[src/rtl/pulse_phase_divider.sv]
module pulse_phase_divider #(
  parameter int DIV = 32
) (
  input  logic clk,
  input  logic rst_n,
  input  logic osc_a,
  input  logic osc_b,
  input  logic lead,
  input  logic lag,
  output logic div_a,
  output logic div_a_n,
  output logic div_b,
  output logic div_b_n,
  output logic adv_a,
  output logic adv_a_n,
  output logic adv_b,
  output logic adv_b_n
);
  localparam int HALF = DIV / 2;
  localparam int CW   = $clog2(DIV);
  localparam int SW   = $clog2(HALF + 1);

  logic          live;
  logic [1:0]    osc, slip, phase, divv, divn;
  logic [3:0]    sctrl, sdone, advv;
  logic [CW-1:0] pcnt [2];
  logic [SW-1:0] scnt [4];

  assign osc  = {osc_b, osc_a};
  assign slip = {lag, lead};

  always_ff @(posedge clk) live <= rst_n;

  for (genvar s = 0; s < 2; s++) begin : g_stream
    always_ff @(posedge clk) begin
      if (!rst_n)      pcnt[s] <= '0;
      else if (osc[s]) pcnt[s] <= (pcnt[s] == CW'(DIV - 1)) ? '0 : pcnt[s] + CW'(1);
    end

    assign phase[s]       = pcnt[s] >= CW'(HALF);
    assign sctrl[2*s]     = phase[s];
    assign sctrl[2*s + 1] = ~phase[s];
    assign divv[s]        = live & phase[s];
    assign divn[s]        = live & ~phase[s];

    for (genvar h = 0; h < 2; h++) begin : g_sec
      localparam int I = 2 * s + h;
      logic [SW:0] sum, nxt;
      assign sum = {1'b0, scnt[I]} + (SW + 1)'(osc[s]) + (SW + 1)'(slip[s]);
      assign nxt = (sum >= (SW + 1)'(HALF)) ? (SW + 1)'(HALF) : sum;

      always_ff @(posedge clk) begin
        if (!rst_n || sctrl[I]) begin
          scnt[I]  <= '0;
          sdone[I] <= 1'b0;
        end else begin
          scnt[I]  <= nxt[SW-1:0];
          sdone[I] <= nxt == (SW + 1)'(HALF);
        end
      end

      assign advv[I] = live & (sdone[I] | sctrl[I]);

      AST_CNT_LIMIT: assert property (@(posedge clk) disable iff (!rst_n)
        scnt[I] <= SW'(HALF));
    end

    AST_BASE_NOT_LATE: assert property (@(posedge clk) disable iff (!rst_n)
      $rose(divv[s]) |-> advv[2*s]);
    AST_COMP_NOT_LATE: assert property (@(posedge clk) disable iff (!rst_n)
      $rose(divn[s]) |-> advv[2*s + 1]);
    AST_BASE_FALL: assert property (@(posedge clk) disable iff (!rst_n)
      $fell(divv[s]) |-> !advv[2*s]);
    AST_PRIM_STEP: assert property (@(posedge clk) disable iff (!rst_n)
      !$stable(divv[s]) |-> $past(osc[s]));
  end

  AST_RESET_LOW: assert property (@(posedge clk)
    !rst_n |=> (divv == 2'b00 && divn == 2'b00 && advv == 4'b0000));

  assign div_a   = divv[0];
  assign div_a_n = divn[0];
  assign div_b   = divv[1];
  assign div_b_n = divn[1];
  assign adv_a   = advv[0];
  assign adv_a_n = advv[1];
  assign adv_b   = advv[2];
  assign adv_b_n = advv[3];
endmodule

[config.mk]
export PLATFORM = sky130hd
export DESIGN_NAME = pulse_phase_divider
export DESIGN_NICKNAME = d
export VERILOG_FILES = /design/src/rtl/pulse_phase_divider.sv
export SDC_FILE = /design/constraint.sdc
export NUM_CORES = 1
export LEC_CHECK = 0
export ABC_CLOCK_PERIOD_IN_PS = 2150
export BUFFER_PORTS_ARGS = -buffer_cell sky130_fd_sc_hd__buf_4
export CORE_MARGIN = 2
export CORE_UTILIZATION = 30
export CTS_CLUSTER_DIAMETER = 50
export DETAILED_ROUTE_END_ITERATION = 16
export PLACE_DENSITY = 0.52
export RECOVER_POWER = 50
export SLEW_MARGIN = 25
export SYNTH_ARGS = -nofsm -noshare
export SYNTH_HDL_FRONTEND = slang
export SYNTH_SLANG_ARGS = --single-unit
export TNS_END_PERCENT = 100
[constraint.sdc]
create_clock -name clk -period 2.15 [get_ports clk]
set_clock_uncertainty 0.05 [all_clocks]
set_input_delay 0.1075 -clock clk [delete_from_list [all_inputs] [get_ports clk]]
set_output_delay 0.1075 -clock clk [all_outputs]
set_load 0.005 [all_outputs]
[Word-level counts from Yosys, hierarchy flattened]
Memory sizes are Yosys's and may differ from the RTL's.
Cells that the tools add are included.
W data, S select, Z words.
Storage, ports and cells
  input port bits: 6
  memory bits (writable): 30
  register bits: 5
  memories: 2
  word-level logic and storage cells: 85
  output and inout port bits: 8
Memories
  scnt: depth 4, bits a word 5, rd ports 4, clocked after Yosys merged registers in 0, write ports 4, line 27  | logic [SW-1:0] scnt [4];
  pcnt: depth 2, bits a word 5, rd ports 2, clocked after Yosys merged registers in 0, write ports 2, line 26  | logic [CW-1:0] pcnt [2];
Cells by class
  muxes and demuxes: 31
  reduce and logical (&&, ||, !) cells: 5
  equal/unequal tests: 6
  bitwise gates (word level): 20
  $add $sub $neg: 10
  $lt $le $gt $ge: 6
Operators with widths (count)
  $mux W5: 8
  $add A5 B1 Y6: 4
  $add A6 B1 Y6: 4
  $eq A6 B5 Y1 const B: 4
  $ge A6 B5 Y1 const B: 4
  $mux W6: 4
  $mux W1: 19
  $add A5 B1 Y5 const B: 2
  $eq A5 B5 Y1 const B: 2
  $ge A5 B5 Y1 const B: 2
  $or A1 B1 Y1: 10
  $and A1 B1 Y1: 8
  $logic_or A1 B1 Y1: 4
  $not A1 Y1: 2
  $logic_not A1 Y1: 1

[Logic depth before layout (Yosys ltp)]
  depth in word-level cells: 6
  depth in mapped cells: 5

[Worst setup path after synthesis]
Ideal clock, no wire load.
  path kind: register to register
  start: memory pcnt[0][0] (netlist bit)
  end: memory pcnt[0][2] (netlist bit) (data pin)
  stages on the path, launching flop included: 6
  data required time: 1.962 ns
  path buffers: 0
  setup slack: 0.602 ns
  arrival: 1.360 ns
  cells stage by stage: edfxtp_1 ha_1 and3_1 ha_1 or2_2 nor2_1
RTL lines (line)
  start, declared: 26

==> reports/qor.csv <==
metric;value;unit
status;finished, final reports clean;
holdWs;0.188;ns
clkTransAtPathRegs;0.06;ns
vias;1054;
num_rows;26;
ant_nets;0;
placedCellCount;224;
ys_types;24;
antenna_cells;0;
dr.first_iter.drc_count;15;
mappedNetlistArea;0.00160;sq mm
p_clk_share;33.7;%
leakagePower;0.732;nW
r2r_setup_slack;0.46;ns
max-clock-path-buffers;2;
antenna_found_initial;0;
start_kind;register;
dp_hpwl;2110;microns
fill_cells;544;
r2r_cells;5;
power.switching;294;uW
crit_required;2.28;ns
instances_no_fill;231;
grt_max_degree;16;
relSlewSlack;59.4;%
maxSlewViolCount;0;
ys_ff_latch;35;
die_w;77.1;microns
p_int;989;uW
drv_cap;0;
clock_latency;0.28;ns
cts_root_buf;clkbuf_8;
wl;2790;microns
viasPerCell;4.56;
critPathMaxFanout;5;
ctsHtreeMaxLevel;2;
gr-usage-all-layers;10.7;%
design.core.area;0.00514;sq mm
synthTopCellsByArea;dfxtp_1 (31%), edfxtp_1 (19%), ha_1 (6.2%), fa_1 (5.0%), a41oi_2 (4.1%);
crit_type;reg -> reg;
io_buffers;13;
grt_pass1_vias;1128;
area_growth_syn_to_layout;15.3;%
drt_first_pass_iters;4;
numCtsBuffers;5;
post_cts_buffers;0;
synth_area_leader_cell;dfxtp_1;
tritoncts;built;
pwr-share-seq;57.3;%
ios;14;
yosysWarnings;0;
hold_class;in -> reg;
drc;0;
synthesis.nets;160;
max_stage_delay;0.44;ns
crit_chain;fa_1 > ha_1 > a31oi_1 > a41oi_2 > and3_1;
max_freq;590;MHz
nets;179;
wl_per_cell;12.1;microns
cp_slowest_cell;fa_1;
fin_setup_tns;0;ns
vdd_ir_drop_max;385;uV
hold_viol_final;0;
drive_gt1_share;16.1;%
hold_path_depth;4;
cts.hold.buffers_added;0;
grt_pass1_wl;4950;microns
combPwrFrac;9.0;%
place_congestion;0.697;
synth-seq-area-share;49.9;%
die_area;0.00595;sq mm
period_needed;1.69;ns
rsz0062_at_grt;no;
clock-sinks;35;
netlist_instances;142;
avgSynthCellArea;11.3;sq um
dieHeight;77.1;microns
grt_overflow_total;0;
worstMarginPinSlew;0.610;ns
setup_violations;0;
ctsResizeCount;0;
min_period_over_period;78.8;%
start_util;31.2;%
critical_path_arrival;1.82;ns
yosys.area.top_type_share;31.2;%
cp-end-kind;register;
power.density;694;mW/mm^2
switching_share;22.9;%
[metrics by stage]
step           power (mW)  setup WS, ns  instance area [sq um]  util (%)
6_report             1.28         0.455                   1850      36.0
5_1_grt              1.35         0.270                   1850      36.0
4_1_cts              1.31         0.426                   1860      36.2
2_1_floorplan       0.816         0.602                   1600         -
3_3_place_gp        0.862         0.517                   1780      34.7
3_5_place_dp        0.870         0.421                   1780      34.7
[Yosys cell counts]
library cell and n:
a21boi_0 2, a21boi_2 4, a31oi_1 4, a41oi_2 4
and2_1 10, and2b_1 2, and3_1 6, buf_2 1
dfxtp_1 25, edfxtp_1 10, fa_1 4, ha_1 8
inv_1 2, nand2_1 8, nand2b_1 4, nand3_1 6
nor2_1 12, nor2b_1 2, nor3_1 8, nor3b_1 4
o21a_1 2, or2_2 2, xnor2_1 6, xor2_1 6
[critical path: cells and delay by family (launching register included)]
kind,cells,cell delay [ns]
adders and majority gates,2,0.71
DFF,1,0.31
AOI/OAI and AO/OA,2,0.30
and+or+nand+nor,1,0.23
[cell usage in the layout, fill, tap and decap left out, drive strengths merged, types with 7 or more instances in the layout]
cell type and count:
ha 8, clkbuf 13, nand2 8, buf 7, nor3 8, and2 10
edfxtp 10, dfxtp 25, nor2 12
[cells by family after synthesis]
| kind of cell | Yosys count | share of synthesized area (%) |
|---|---|---|
| compound gates | 16 | 10.3 |
| xor+xnor | 12 | 6.55 |
| fa+ha+maj | 12 | 11.2 |
| buf+inv | 3 | 0.780 |
| flops | 35 | 49.9 |
| simple gates | 64 | 21.2 |
[flip-flops by register name, indices dropped and copies added, names as in the netlist]
name	cells
pcnt	10
live	1
scnt	20
sdone	4
[power by group through the flow]
stage	sequential [mW]	clock [mW]	combinational (mW)
5_1_grt	0.740	0.480	0.132
4_1_cts	0.736	0.454	0.121
2_1_floorplan	0.742	0	0.0741
3_5_place_dp	0.750	0	0.119
3_3_place_gp	0.748	0	0.114
6_report	0.735	0.433	0.116
[final timing paths]
kind                   start    endpoint
setup / recovery  scnt[1][0]    sdone[1]
hold / removal          lead  scnt[0][0]
setup reg to reg  scnt[1][0]    sdone[1]
hold reg to reg   scnt[0][4]  scnt[0][2]
[cell type report]
type	count	area, sq um	share of cell area [%]
Sequential cell	35	801	43.3
Multi-Input combinational cell	104	783	42.4
Timing Repair Buffer	13	93.8	5.07
Tap cell	70	87.6	4.74
Clock buffer	7	76.3	4.13
Inverter	2	7.51	0.406
[per-layer routing]
metal,share of wire [%],vias to the layer above,track usage [%]
met4,2.1,0,6.25
met2,52,11,19.1
met1,43,506,10.5
met3,2.8,5,3.76
met5,0,-,0
li1,-,532,-
Note: power is estimated with default switching activity, not from simulation.
